<file path="src/rtl/irq_pkg.sv">
package irq_pkg;
    typedef enum logic [0:0] {
        IRQ_IDLE   = 1'b0,
        IRQ_RAISED = 1'b1
    } irq_state_t;
endpackage

</file>
<file path="src/rtl/irq_sec_group.sv">
module irq_sec_group #(
    parameter int GRP_W = 8
) (
    input  logic             clk,
    input  logic             rst_n,
    input  logic [GRP_W-1:0] evt_i,
    input  logic             clr_wr_i,
    input  logic             en_wr_i,
    input  logic [GRP_W-1:0] wdata_i,
    output logic [GRP_W-1:0] status_o,
    output logic [GRP_W-1:0] enable_o,
    output logic             pend_o
);
    logic [GRP_W-1:0] status_q;
    logic [GRP_W-1:0] enable_q;
    logic [GRP_W-1:0] clr_mask;

    assign clr_mask = clr_wr_i ? wdata_i : '0;

    always_ff @(posedge clk or negedge rst_n) begin
        if (!rst_n) begin
            status_q <= '0;
        end else begin
            status_q <= (status_q & ~clr_mask) | evt_i;
        end
    end

    always_ff @(posedge clk or negedge rst_n) begin
        if (!rst_n) begin
            enable_q <= '0;
        end else if (en_wr_i) begin
            enable_q <= wdata_i;
        end
    end

    assign status_o = status_q;
    assign enable_o = enable_q;
    assign pend_o   = |(status_q & enable_q);

    // flags not targeted by a clear remain set
    assert_sticky_R1: assert property (@(posedge clk) disable iff (!rst_n)
        1'b1 |=> ((status_q & $past(status_q & ~clr_mask)) == $past(status_q & ~clr_mask)));

    // every event bit is captured, even under a simultaneous clear
    assert_event_wins_R3: assert property (@(posedge clk) disable iff (!rst_n)
        (|evt_i) |=> ((status_q & $past(evt_i)) == $past(evt_i)));
endmodule

</file>
<file path="src/rtl/irq_out_fsm.sv">
module irq_out_fsm
    import irq_pkg::*;
(
    input  logic clk,
    input  logic rst_n,
    input  logic pend_i,
    output logic irq_n_o
);
    irq_state_t state_q;
    irq_state_t state_d;

    always_comb begin
        state_d = state_q;
        unique case (state_q)
            IRQ_IDLE:   if (pend_i)  state_d = IRQ_RAISED;
            IRQ_RAISED: if (!pend_i) state_d = IRQ_IDLE;
            default:    state_d = IRQ_IDLE;
        endcase
    end

    always_ff @(posedge clk or negedge rst_n) begin
        if (!rst_n) begin
            state_q <= IRQ_IDLE;
        end else begin
            state_q <= state_d;
        end
    end

    always_comb begin
        irq_n_o = (state_q != IRQ_RAISED);
    end

    // output mirrors the previous cycle's enabled pending condition
    assert_irq_track_R6: assert property (@(posedge clk) disable iff (!rst_n)
        1'b1 |=> (irq_n_o == !$past(pend_i)));
endmodule

</file>
<file path="src/rtl/irq_two_level_ctrl.sv">
module irq_two_level_ctrl #(
    parameter int N_GRP  = 4,
    parameter int GRP_W  = 8,
    parameter int ADDR_W = 4
) (
    input  logic                   clk,
    input  logic                   rst_n,
    input  logic [N_GRP*GRP_W-1:0] evt_i,
    input  logic                   host_wr,
    input  logic [ADDR_W-1:0]      host_addr,
    input  logic [GRP_W-1:0]       host_wdata,
    output logic [GRP_W-1:0]       host_rdata,
    output logic                   irq_n
);
    localparam int STAT_BASE = 0;
    localparam int EN_BASE   = N_GRP;
    localparam int PRI_ADDR  = 2 * N_GRP;
    localparam int PEN_ADDR  = 2 * N_GRP + 1;

    logic [GRP_W-1:0] stat_w [N_GRP];
    logic [GRP_W-1:0] en_w   [N_GRP];
    logic [N_GRP-1:0] prim_w;
    logic [N_GRP-1:0] pen_q;
    logic             any_pend;
    logic             addr_reserved;

    for (genvar g = 0; g < N_GRP; g++) begin : g_grp
        logic clr_hit;
        logic en_hit;
        assign clr_hit = host_wr && (host_addr == ADDR_W'(STAT_BASE + g));
        assign en_hit  = host_wr && (host_addr == ADDR_W'(EN_BASE + g));

        irq_sec_group #(.GRP_W(GRP_W)) u_grp (
            .clk      (clk),
            .rst_n    (rst_n),
            .evt_i    (evt_i[g*GRP_W +: GRP_W]),
            .clr_wr_i (clr_hit),
            .en_wr_i  (en_hit),
            .wdata_i  (host_wdata),
            .status_o (stat_w[g]),
            .enable_o (en_w[g]),
            .pend_o   (prim_w[g])
        );
    end

    always_ff @(posedge clk or negedge rst_n) begin
        if (!rst_n) begin
            pen_q <= '0;
        end else if (host_wr && (host_addr == ADDR_W'(PEN_ADDR))) begin
            pen_q <= host_wdata[N_GRP-1:0];
        end
    end

    assign any_pend      = |(prim_w & pen_q);
    assign addr_reserved = (int'(host_addr) > PEN_ADDR);

    always_comb begin
        host_rdata = '0;
        for (int g = 0; g < N_GRP; g++) begin
            if (host_addr == ADDR_W'(STAT_BASE + g)) host_rdata = stat_w[g];
            if (host_addr == ADDR_W'(EN_BASE + g))   host_rdata = en_w[g];
        end
        if (host_addr == ADDR_W'(PRI_ADDR)) host_rdata = GRP_W'(prim_w);
        if (host_addr == ADDR_W'(PEN_ADDR)) host_rdata = GRP_W'(pen_q);
    end

    irq_out_fsm u_fsm (
        .clk     (clk),
        .rst_n   (rst_n),
        .pend_i  (any_pend),
        .irq_n_o (irq_n)
    );

    // reserved reads are zero
    always_comb begin
        if (rst_n && addr_reserved) begin
            assert_reserved_read_R8: assert (host_rdata == '0);
        end
    end

    // writes outside the enable addresses leave the primary enable untouched
    assert_pen_stable_R7: assert property (@(posedge clk) disable iff (!rst_n)
        (host_wr && (addr_reserved || host_addr == ADDR_W'(PRI_ADDR))) |=> $stable(pen_q));
endmodule

</file>
<file path="config.mk">
export PLATFORM = sky130hd
export DESIGN_NAME = irq_two_level_ctrl
export DESIGN_NICKNAME = d
export VERILOG_FILES = /design/src/rtl/irq_pkg.sv /design/src/rtl/irq_sec_group.sv /design/src/rtl/irq_out_fsm.sv /design/src/rtl/irq_two_level_ctrl.sv
export SDC_FILE = /design/constraint.sdc
export NUM_CORES = 1
export LEC_CHECK = 0
export BUFFER_PORTS_ARGS = -buffer_cell sky130_fd_sc_hd__buf_2
export CORE_UTILIZATION = 45
export DETAILED_ROUTE_END_ITERATION = 10
export PLACE_DENSITY = 0.63
export SLEW_MARGIN = 20
export SYNTH_ARGS = -nofsm -noshare
export SYNTH_HDL_FRONTEND = slang
export SYNTH_SLANG_ARGS = --single-unit
</file>
<file path="constraint.sdc">
create_clock -name clk -period 2.19 [get_ports clk]
set_input_delay 0.219 -clock clk [delete_from_list [all_inputs] [get_ports clk]]
set_output_delay 0.219 -clock clk [all_outputs]
set_load 0.03 [all_outputs]
</file>
Word level (Yosys, flattened, before mapping) --
Index checks and enable logic that the tools add are counted.
Word-level totals: flip-flop bits (word level) 69, output and inout bits 9
Operators by class: equal/unequal tests 9, mux-type cells 15, bitwise operators 18, reduce and logical (&&, ||, !) cells 15
Operators by type and width (count):
- two-way mux 8 bit | 14
- bitwise AND 8 bit | 8
- NOT 8 bit | 4
- OR 8 bit | 4
- OR reduction 8 bit | 4
- equality test 4 x 3 -> 1 bit (second input constant) | 4
- logical AND 1 bit | 9
- equality test 4 x 2 -> 1 bit (second input constant) | 2
- equality test 4 bit (second input constant) | 2
- bitwise AND 4 bit | 1
- equality test 4 x 1 -> 1 bit (second input constant) | 1
- logical NOT 4 bit | 1
- OR reduction 4 bit | 1
- two-way mux 1 bit | 1
- NOT 1 bit | 1

Depth between registers and ports, before layout --
Gate-level depths: netlist of the first run.
depth in word-level cells 11, gate-level depth with buffers 7, gate-level depth less buffers 5

Modules after synthesis --
Synthesis of the first run repeated with hierarchy kept, for this count alone.
Unflattened totals: cell total of the unflattened synthesis 310, area, all modules 3712.3 µm²
By module, submodules not included:
- irq_sec_group | instances 4, cells an instance 47, area each 663.1 µm²
- irq_two_level_ctrl | instances 1, cells an instance 120, area each 1031.0 µm²
- irq_out_fsm | instances 1, cells an instance 2, area each 28.8 µm²

Least setup slack after synthesis of the first run --
Ideal clock, no wire load.
path type in2out, start in host_addr[2], end out host_rdata[2], arrival 1.747 ns, data required time 1.971 ns, slack 0.224 ns, stages on the path 7, buffers on the path 2, path through buf_4 > buf_6 > nand2_1 > o22a_1 > o22ai_1 > a31oi_1 > o31ai_1
On the way: cells in the longest elaborated chain, start to end 11
RTL lines:
- start: declaration | RTL line irq_two_level_ctrl.sv:10 | input logic [ADDR_W-1:0] host_addr,
- logical NOT 4 bit | RTL line irq_two_level_ctrl.sv:60 | if (host_addr == ADDR_W'(STAT_BASE + g)) host_rdata = stat_w[g];
- two-way mux 8 bit | RTL line irq_two_level_ctrl.sv:60
- two-way mux 8 bit | RTL line irq_two_level_ctrl.sv:61 | if (host_addr == ADDR_W'(EN_BASE + g)) host_rdata = en_w[g];
- two-way mux 8 bit | RTL line irq_two_level_ctrl.sv:60
- two-way mux 8 bit | RTL line irq_two_level_ctrl.sv:61
- two-way mux 8 bit | RTL line irq_two_level_ctrl.sv:60
- two-way mux 8 bit | RTL line irq_two_level_ctrl.sv:61
- two-way mux 8 bit | RTL line irq_two_level_ctrl.sv:60
- two-way mux 8 bit | RTL line irq_two_level_ctrl.sv:61
- two-way mux 8 bit | RTL line irq_two_level_ctrl.sv:63 | if (host_addr == ADDR_W'(PRI_ADDR)) host_rdata = GRP_W'(prim_w);
- two-way mux 8 bit (*) | RTL line irq_two_level_ctrl.sv:64 | if (host_addr == ADDR_W'(PEN_ADDR)) host_rdata = GRP_W'(pen_q);
- end: declaration | RTL line irq_two_level_ctrl.sv:12 | output logic [GRP_W-1:0] host_rdata,
Mark *: on every way between the ends. The rest lies on a longest branch, timed or not.

Final worst setup path of the first run --
start reg g_grp[1].u_grp.enable_q[3], end out host_rdata[1]
On the way: cells in the longest elaborated chain, start to end 4
RTL lines:
- start: declaration | RTL line irq_sec_group.sv:15 | logic [GRP_W-1:0] enable_q;
- start signal: assignment | RTL line irq_sec_group.sv:32 | enable_q <= wdata_i;
- bitwise AND 8 bit | RTL line irq_sec_group.sv:38 | assign pend_o = |(status_q & enable_q);
- OR reduction 8 bit | RTL line irq_sec_group.sv:38
- two-way mux 8 bit | RTL line irq_two_level_ctrl.sv:63
- two-way mux 8 bit | RTL line irq_two_level_ctrl.sv:64
No other way between the ends.

==> impl_metrics.env, run 1 <==
export IMPL_status="completed"
export IMPL_min_path_type="input pin to flip-flop"
export IMPL_fin_setup_tns_ns=0
export IMPL_floorplan_initialDensity=0.466
export IMPL_syn_num_nets=364
export IMPL_first_iter_violations=147
export IMPL_startpoint="g_grp[1].u_grp.enable_o[3]"
export IMPL_p_leak_uw=0.00177
export IMPL_yosysTopAreaCellShare=0.477
export IMPL_end_kind="primary output"
export IMPL_powerDensity_mw_per_mm2=780
export IMPL_cts_buffers=9
export IMPL_period_share=0.966
export IMPL_synth_xor_area_frac=0
export IMPL_nets=426
export IMPL_post_cts_setup_buffers=0
export IMPL_areaGrowthSynthToFinish_pct=16.8
export IMPL_setup_viol=0
export IMPL_setup_ws_ns=0.0754
export IMPL_clk_latency_ns=0.35
export IMPL_yosysSeqAreaShare=0.477
export IMPL_rows=32
export IMPL_grt_pass1_vias=2723
export IMPL_min_delay_start="evt_i[1]"
export IMPL_drtPass1Iterations=4
export IMPL_worstPathCellList="a22o_1 -> a221oi_1 -> and3_1 -> o21ai_0 -> a22o_1 -> buf_2"
export IMPL_crit_required_ns=1.97
export IMPL_clk_pin_slew_worst_paths_ns=0.08
export IMPL_cts_tree="yes"
export IMPL_hpwl_um=6760
export IMPL_drc=0
export IMPL_gr_usage_all_layers=0.240
export IMPL_antenna_found_initial=0
export IMPL_rsz0062_at_grt="no"
export IMPL_fin_skew_ns=0.00910
export IMPL_route_vias_total=2742
export IMPL_cp_max_fo=3
export IMPL_crit_path_frequent_cell="a22o_1"
export IMPL_core_area_mm2=0.00777
export IMPL_fmax_mhz=473
export IMPL_viasPerCell=5.64
export IMPL_drtAntennaViolNets=0
export IMPL_die_x_um=91.7
export IMPL_grt_pass1_wl_um=15000
export IMPL_yosysTopAreaCell="dfrtp_1"
export IMPL_overflow=0
export IMPL_post_route_min_period_ns=2.11
export IMPL_wl_per_cell_um=19.0
export IMPL_portBuffers=55
export IMPL_die_area_mm2=0.00840
export IMPL_critPathMaxStageDelay_ns=0.41
export IMPL_routed_wl_um=9210
export IMPL_yosys_area_share_adder=0
export IMPL_antenna_cells=0
export IMPL_grt_start_max_net_pins=39
export IMPL_avgSynthCellArea_um2=11.4
export IMPL_maxSlewHeadroom=0.503
export IMPL_r2r_start="g_grp[1].u_grp.enable_o[3]"
export IMPL_synthSimpleGateAreaFrac=0.118
export IMPL_drv_slew=0
export IMPL_synth_compound_area_frac=0.173
export IMPL_crit_family="compound AO/OA/AOI/OAI gates"
export IMPL_yosys_warnings=0
export IMPL_cts_path_max_buffers=2
export IMPL_start_kind="flip-flop"
export IMPL_hold_viol_final=0
export IMPL_cpMaxStageDelayCell="dfrtp_1"
export IMPL_synthTopCellsByArea="dfrtp_1 48%, mux2_2 8.7%, a21o_1 7.3%, nand2_1 4.2%, mux2i_1 3.9%"
export IMPL_gp_congestion=0.883
export IMPL_crit_buf_inv=1
export IMPL_synth_cell_type_count=42
export IMPL_dieHeight_um=91.7
export IMPL_synth_top_family_by_area="multiplexers"
export IMPL_pre_cts_slack_ns=0.172
export IMPL_tightest_slew_ns=0.746
export IMPL_cts_root_buffer="clkbuf_8"
export IMPL_mostFrequentLayoutCells="69 x dfrtp_1, 54 x buf_2, 40 x nand2_1"
export IMPL_layout_drive_gt1_share=0.346
export IMPL_worstSetupPathType="flip-flop to primary output"
export IMPL_netlist_instances=317
export IMPL_maxCapViolCount=0
export IMPL_synth_mux_area_frac=0.196
export IMPL_layout_commonest_cell="dfrtp_1"
export IMPL_vdd_drop_max_mv=0.346
export IMPL_h_tree_depth=3
export IMPL_arrival_ns=1.90
export IMPL_synth_seq_cells=69
export IMPL_ioPinCount=56
export IMPL_clock_sinks=69
export IMPL_synthesis_area_mm2=0.00362
-- metrics by stage --
stage	util	std cells	power (µW)	hold WS, ns	cell area [µm²]
3_5_place_dp	0.516	469	2250	0.330	4010
3_3_place_gp	0.516	469	2230	0.327	4010
2_1_floorplan	-	317	2020	-0.0766	3620
4_1_cts	0.544	486	3320	0.0320	4220
6_report	0.544	486	3300	0.0369	4230
5_1_grt	0.544	486	3450	0.0311	4230
-- path summary, 6_finish.rpt --
check | to | cells after the start | slack, ns
setup reg to reg | u_fsm.state_q | 5 | 0.71
setup / recovery | host_rdata[1] | 6 | 0.08
hold reg to reg | g_grp[1].u_grp.status_o[5] | 1 | 0.50
max in group asynchronous | g_grp[3].u_grp.enable_o[0] | 3 | 1.06
hold / removal | g_grp[0].u_grp.status_o[1] | 2 | 0.04
min in group asynchronous | g_grp[1].u_grp.status_o[2] | 2 | 0.46
-- synthesized netlist by cell type --
cell and n:
nor3_2 2, buf_2 5, inv_1 5, a21oi_1 6, a22oi_1 14, nand4_1 1
buf_6 3, a221oi_1 1, nand3b_1 1, a22o_1 4, o211ai_1 5, or3_1 2
a31oi_1 1, or3b_1 1, o31ai_1 1, o22a_1 3, o21ai_0 10, inv_2 1
dfrtp_1 69, nand2_1 40, nor3b_1 5, o22ai_1 1, and3_1 1, buf_1 4
mux2_2 28, nor2b_1 2, and4_1 2, o32ai_1 3, buf_4 4, o21ai_1 3
nor2_1 14, a21bo_2 1, nor2_2 4, nor4_4 1, mux4_2 6, nand3_1 1
mux2i_1 14, nand2b_1 3, mux2_4 8, a21o_1 35, nand3_4 1, or4_1 1
-- worst reg2reg max path: stages, from the launching register on --
cell and delay [ns]:
dfrtp_1 0.41, a22o_1 0.25, a221oi_1 0.19, and3_1 0.25
o22a_1 0.16, o211ai_1 0.10
-- layer usage --
layer	part of all wire	track usage
met1	0.48	0.347
met2	0.45	0.350
met3	0.047	0.0481
met4	0.024	0.103
met5	0	0
-- power breakdown --
part           internal, µW  total (µW)  switching, µW
registers              1440        1590            144
clock network           559        1070            506
logic                   339         646            307
-- area by class of cell --
type	count	area, µm²
clock buffers	11	141
clock inverters	5	60.1
fillers	739	3540
inverters	6	22.5
multi-input cells	226	1760
flip-flops and latches	69	1730
well taps	102	128
repair buffers	67	383
-- timing repair --
item | CTS | global route
gates resized for setup | 0 | 1
setup endpoints to repair | 0 | 2
endpoints found under the hold margin | 31 | 0
hold buffers | 1 | 0
-- cell families (layout without fill, tap and decap cells) --
logic type	count (synthesis)	after routing
AOI/OAI and AO/OA	88	88
buffers and inverters	22	89
DFF	69	69
muxes	56	56
and+or+nand+nor	82	82
-- state kept, by name, indices dropped and copies added (netlist names) --
signal / flops
u_fsm.state_q: 1
g_grp.u_grp.status_o: 32
g_grp.u_grp.enable_o: 32
pen_q: 4
Note: power is estimated with default switching activity, not from simulation.
==> run 2: changes to the inputs <==
--- a/config.mk
+++ b/config.mk
@@ -6,9 +6,10 @@
 export NUM_CORES = 1
 export LEC_CHECK = 0
 export BUFFER_PORTS_ARGS = -buffer_cell sky130_fd_sc_hd__buf_2
-export CORE_UTILIZATION = 45
+export CORE_ASPECT_RATIO = 0.7
+export CORE_UTILIZATION = 58
 export DETAILED_ROUTE_END_ITERATION = 10
-export PLACE_DENSITY = 0.63
+export PLACE_DENSITY = 0.78
 export SLEW_MARGIN = 20
 export SYNTH_ARGS = -nofsm -noshare
 export SYNTH_HDL_FRONTEND = slang
==> impl_metrics.env, run 2 (synthesized netlist as in run 1, its figures left out) <==
export IMPL_crit_family="compound AO/OA/AOI/OAI gates"
export IMPL_worstPathCellList="a22o_1 -> a221oi_1 -> and3_1 -> o21ai_0 -> a22o_1 -> buf_2"
export IMPL_fin_skew_ns=0.00749
export IMPL_drtPass1Iterations=5
export IMPL_clk_pin_slew_worst_paths_ns=0.08
export IMPL_hold_viol_final=0
export IMPL_hold_path_end="g_grp[2].u_grp.status_o[3]"
export IMPL_layout_drive_gt1_share=0.352
export IMPL_rsz0062_at_grt="no"
export IMPL_cp_max_fo=3
export IMPL_first_iter_violations=214
export IMPL_r2r_cells=6
export IMPL_antenna_cells=0
export IMPL_min_path_type="input pin to flip-flop"
export IMPL_wl_per_cell_um=19.5
export IMPL_core_area_mm2=0.00587
export IMPL_cts_root_buffer="clkbuf_8"
export IMPL_dieHeight_um=68.1
export IMPL_route_vias_total=2847
export IMPL_crit_buf_inv=1
export IMPL_ioPinCount=56
export IMPL_setup_viol=0
export IMPL_critPathMaxStageDelay_ns=0.40
export IMPL_gr_usage_all_layers=0.305
export IMPL_p_leak_uw=0.00178
export IMPL_ff2ff_setup_slack_ns=0.69
export IMPL_grt_pass1_vias=2760
export IMPL_start_kind="flip-flop"
export IMPL_routed_wl_um=9000
export IMPL_r2r_start="g_grp[1].u_grp.enable_o[3]"
export IMPL_mostFrequentLayoutCells="69 x dfrtp_1, 54 x buf_2, 40 x nand2_1"
export IMPL_nets=428
export IMPL_hold_depth=2
export IMPL_drc=0
export IMPL_rows=23
export IMPL_crit_path_frequent_cell="a22o_1"
export IMPL_areaGrowthSynthToFinish_pct=16.5
export IMPL_worstSetupPathType="flip-flop to primary output"
export IMPL_cts_tree="yes"
export IMPL_drv_slew=0
export IMPL_gp_congestion=0.876
export IMPL_drtAntennaViolNets=0
export IMPL_arrival_ns=1.89
export IMPL_status="completed"
export IMPL_crit_required_ns=1.97
export IMPL_path_depth=6
export IMPL_min_delay_start="evt_i[19]"
export IMPL_maxSlewHeadroom=0.633
export IMPL_antenna_found_initial=0
export IMPL_vdd_drop_max_mv=0.391
export IMPL_clock_sinks=69
export IMPL_period_share=0.961
export IMPL_fmax_mhz=475
export IMPL_tightest_slew_ns=0.550
export IMPL_portBuffers=55
export IMPL_hpwl_um=6610
export IMPL_maxCapViolCount=0
export IMPL_viasPerCell=6.18
export IMPL_fin_setup_tns_ns=0
export IMPL_p_total_uw=3320
export IMPL_layout_commonest_cell="dfrtp_1"
export IMPL_overflow=0
export IMPL_post_route_min_period_ns=2.10
export IMPL_cts_buffers=9
export IMPL_die_area_mm2=0.00656
export IMPL_cts_path_max_buffers=2
export IMPL_worstReg2RegEnd="u_fsm.state_q"
export IMPL_die_x_um=96.4
export IMPL_floorplan_initialDensity=0.616
export IMPL_end_kind="primary output"
export IMPL_grt_start_max_net_pins=70
export IMPL_powerDensity_mw_per_mm2=787
export IMPL_clk_latency_ns=0.36
export IMPL_grt_pass1_wl_um=14200
export IMPL_h_tree_depth=3
export IMPL_cpMaxStageDelayCell="dfrtp_1"
run 2: worst register-to-register path, cell delays in order, from the launching register on:
cell and delay (ns):
dfrtp_1 0.40, a22o_1 0.25, a221oi_1 0.18, and3_1 0.22, buf_4 0.12, o22a_1 0.12
o211ai_1 0.08
run 2: per-layer routing:
layer	share of wire	wire length [µm]	GRT usage	vias up
met4	0.017	157	0.0956	0
met2	0.44	4000	0.465	126
met5	0	0	0	-
met1	0.46	4150	0.427	1413
li1	-	-	-	1291
met3	0.076	688	0.0856	17
run 2: worst max-delay path by stage:
stage	slack [ns]	start	end
6_report	0.09	g_grp[1].u_grp.enable_o[3]	host_rdata[1]
5_1_grt	0.007	g_grp[1].u_grp.enable_o[3]	host_rdata[1]
4_1_cts	0.07	g_grp[1].u_grp.enable_o[3]	host_rdata[1]
3_5_place_dp	0.14	host_addr[0]	host_rdata[3]
3_3_place_gp	0.21	host_addr[0]	host_rdata[3]
2_1_floorplan	0.22	host_addr[2]	host_rdata[2]
run 2: metrics by stage:
step           utilization  hold slack [ns]  cells  setup WS [ns]  area [µm²]
4_1_cts              0.716           0.0169    460         0.0711        4200
3_3_place_gp         0.679            0.268    443          0.213        3990
5_1_grt              0.718           0.0210    461        0.00727        4210
2_1_floorplan            -          -0.0766    317          0.224        3620
6_report             0.718           0.0301    461         0.0858        4210
3_5_place_dp         0.679            0.273    443          0.142        3990
run 2: report_power, final:
group / total [µW] / internal, µW / switching [µW]
registers: 1580 / 1440 / 142
clock network: 1080 / 564 / 514
logic: 656 / 342 / 314
run 2: cell type report:
cell class                      instances  area, µm²
Tap cell                               75       93.8
Multi-Input combinational cell        226       1760
Clock inverter                          6       71.3
Fill cell                             444       1660
Timing Repair Buffer                   69        398
Inverter                                6       22.5
Clock buffer                           10        138
Sequential cell                        69       1730
run 2: timing repair:
action	4_1_cts	5_1_grt
endpoints found under the setup margin	0	2
resized for setup	0	1
endpoints found under the hold margin	69	0
buffers inserted	0	1
hold buffers	1	0
==> run 3: changes to the inputs <==
--- a/config.mk
+++ b/config.mk
@@ -5,12 +5,12 @@
 export SDC_FILE = /design/constraint.sdc
 export NUM_CORES = 1
 export LEC_CHECK = 0
+export ABC_AREA = 1
 export BUFFER_PORTS_ARGS = -buffer_cell sky130_fd_sc_hd__buf_2
 export CORE_ASPECT_RATIO = 0.7
 export CORE_UTILIZATION = 58
 export DETAILED_ROUTE_END_ITERATION = 10
-export PLACE_DENSITY = 0.78
-export SLEW_MARGIN = 20
+export PLACE_DENSITY = 0.79
 export SYNTH_ARGS = -nofsm -noshare
 export SYNTH_HDL_FRONTEND = slang
 export SYNTH_SLANG_ARGS = --single-unit
==> impl_metrics.env, run 3 <==
export IMPL_maxCapViolCount=0
export IMPL_cp_max_fo=3
export IMPL_die_x_um=94.5
export IMPL_yosysSeqAreaShare=0.497
export IMPL_hold_viol_final=0
export IMPL_crit_buf_inv=1
export IMPL_areaGrowthSynthToFinish_pct=17.5
export IMPL_tightest_slew_ns=0.482
export IMPL_hold_worst_slack_ns=0.0352
export IMPL_post_route_min_period_ns=1.96
export IMPL_p_sw_uw=977
export IMPL_p_comb_frac=0.170
export IMPL_swShare=0.287
export IMPL_core_area_mm2=0.00576
export IMPL_yosysTopAreaCellShare=0.497
export IMPL_start_kind="flip-flop"
export IMPL_clk_pin_slew_worst_paths_ns=0.08
export IMPL_syn_num_nets=493
export IMPL_cts_tree="yes"
export IMPL_hold_depth=3
export IMPL_synthesis_area_mm2=0.00348
export IMPL_layout_drive_gt1_share=0.183
export IMPL_routed_wl_um=8670
export IMPL_p_leak_uw=0.00203
export IMPL_clk_latency_ns=0.36
export IMPL_portBuffers=55
export IMPL_synth_main_ff_cell="dfrtp_1"
export IMPL_r2r_cells=6
export IMPL_period_share=0.893
export IMPL_hold_path_end="g_grp[3].u_grp.status_o[5]"
export IMPL_rsz0062_at_grt="no"
export IMPL_mostFrequentLayoutCells="148 x nand2_1, 69 x dfrtp_1, 58 x o21ai_0"
export IMPL_die_area_mm2=0.00631
export IMPL_yosys_warnings=0
export IMPL_overflow=0
export IMPL_cts_path_max_buffers=2
export IMPL_drc=0
export IMPL_vdd_drop_max_mv=0.574
export IMPL_synth_seq_cells=69
export IMPL_worstReg2RegEnd="u_fsm.state_q"
export IMPL_synthTopCellsByArea="dfrtp_1 50%, nand2_1 16%, o21ai_0 8.3%, inv_1 6.2%, nor2_1 3.8%"
export IMPL_grt_pass1_vias=2943
export IMPL_powerDensity_mw_per_mm2=833
export IMPL_fin_skew_ns=0.0101
export IMPL_synth_common_cells="148 x nand2_1, 69 x dfrtp_1, 58 x o21ai_0"
export IMPL_crit_required_ns=1.97
export IMPL_ioPinCount=56
export IMPL_cts_root_buffer="clkbuf_8"
export IMPL_netlist_instances=446
export IMPL_grt_start_max_net_pins=70
export IMPL_layout_commonest_cell="nand2_1"
export IMPL_r2r_start="g_grp[2].u_grp.status_o[7]"
export IMPL_cts_resized=0
export IMPL_critPathMaxStageDelay_ns=0.41
export IMPL_avgSynthCellArea_um2=7.80
export IMPL_cpMaxStageDelayCell="dfrtp_1"
export IMPL_placed_area_mm2=0.00383
export IMPL_status="completed"
export IMPL_nets=555
export IMPL_crit_family="simple AND/OR/NAND/NOR gates"
export IMPL_pwr_share_seq=0.454
export IMPL_fin_area_mm2=0.00409
export IMPL_wl_per_cell_um=14.7
export IMPL_h_tree_depth=3
export IMPL_synth_most_common_cell="nand2_1"
export IMPL_floorplan_initialDensity=0.604
export IMPL_arrival_ns=1.74
export IMPL_register_area_mm2=0.00173
export IMPL_setup_viol=0
export IMPL_gr_usage_all_layers=0.312
export IMPL_drv_slew=0
export IMPL_antenna_found_initial=0
export IMPL_fmax_mhz=511
export IMPL_min_path_type="input pin to flip-flop"
export IMPL_clock_sinks=69
export IMPL_multiInputGateArea_mm2=0.00150
export IMPL_p_total_uw=3400
export IMPL_async_flop_share=1.00
export IMPL_synth_edf_count=0
export IMPL_antenna_cells=0
export IMPL_gp_congestion=0.899
export IMPL_dieHeight_um=66.8
export IMPL_viasPerCell=5.53
export IMPL_drtPass1Iterations=5
export IMPL_min_delay_start="evt_i[29]"
export IMPL_ff2ff_setup_slack_ns=0.88
export IMPL_p_int_uw=2430
export IMPL_drtAntennaViolNets=0
export IMPL_hpwl_um=6180
export IMPL_startpoint="g_grp[2].u_grp.status_o[7]"
export IMPL_maxSlewHeadroom=0.678
export IMPL_synth_cell_type_count=25
export IMPL_worstSetupPathType="flip-flop to primary output"
export IMPL_fin_setup_tns_ns=0
export IMPL_route_vias_total=3252
export IMPL_end_kind="primary output"
export IMPL_grt_pass1_wl_um=14300
export IMPL_crit_path_frequent_cell="nand2_1"
export IMPL_worstPathCellList="nand2_1 -> nand2_1 -> a221oi_1 -> nand2_1 -> nand2_1 -> nand3_1 -> buf_2"
export IMPL_yosysTopAreaCell="dfrtp_1"
export IMPL_first_iter_violations=295
export IMPL_clock_power_share=0.376
export IMPL_cts_buffers=9
export IMPL_fillCellCount=478
export IMPL_rows=23
==> run 3: cell types whose count changed in the layout (fill, tap and decap cells not counted), moves of 21 or more <==
cell | before | now
nor2_1 | 14 | 35
o21ai_0 | 10 | 58
nand2_1 | 40 | 148
a21o_1 | 35 | 0
inv_1 | 5 | 57
mux2_2 | 28 | 0
==> run 3: worst max path at each step <==
stage / endpoint / slack (ns) / cells after the start
floorplan: host_rdata[0] / 0.66 / 7
global placement: host_rdata[7] / 0.42 / 11
detailed placement: host_rdata[5] / 0.40 / 11
CTS: host_rdata[2] / 0.27 / 7
global route: host_rdata[2] / 0.08 / 7
finish: host_rdata[2] / 0.23 / 7
==> run 3: timing repair <==
action,in CTS,in global routing
hold buffers,1,0
setup endpoints to repair,0,0
endpoints found under the hold margin,69,0
setup buffers,0,0
==> run 3: cell type report <==
| cell class | count | area share |
|---|---|---|
| flip-flops and latches | 69 | 0.423 |
| clock buffers | 10 | 0.0337 |
| well taps | 75 | 0.0230 |
| multi-input cells | 313 | 0.366 |
| inverters | 58 | 0.0533 |
| clock inverters | 6 | 0.0269 |
| repair buffers | 57 | 0.0747 |
==> run 3: cell families after synthesis <==
| family | synth area share |
|---|---|
| flip-flops | 0.497 |
| AO/OA/AOI/OAI | 0.139 |
| AND/OR/NAND/NOR | 0.291 |
| buffers and inverters | 0.0734 |
==> run 3: metal layers <==
metal	up-vias	GRT usage	share of wire	wire length [µm]
met5	-	0	0	0
met4	0	0.104	0.022	193
met3	21	0.0936	0.097	842
met2	167	0.468	0.43	3700
met1	1502	0.432	0.45	3930
li1	1562	-	-	-
==> run 3: power by group through the flow <==
| stage | clock network [µW] | registers, µW | logic (µW) |
|---|---|---|---|
| 6_report | 1280 | 1550 | 579 |
| 4_1_cts | 1290 | 1540 | 575 |
| 2_1_floorplan | 0 | 1530 | 392 |
| 3_5_place_dp | 0 | 1560 | 569 |
| 5_1_grt | 1350 | 1570 | 656 |
| 3_3_place_gp | 0 | 1560 | 546 |
==> run 3: through the flow <==
stage / utilization / cells / setup WS, ns
CTS: 0.710 / 588 / 0.269
finish: 0.710 / 588 / 0.233
global route: 0.710 / 588 / 0.0831
detailed placement: 0.665 / 571 / 0.396
floorplan: - / 446 / 0.659
global placement: 0.665 / 571 / 0.421
==> run 3: worst register-to-register path, stage by stage, from the launching register on <==
cell      delay, ns
dfrtp_1        0.41
nand2_1        0.08
nand2_1        0.04
a221oi_1       0.36
nand2_1        0.14
nand2_1        0.08
nand4_1        0.08
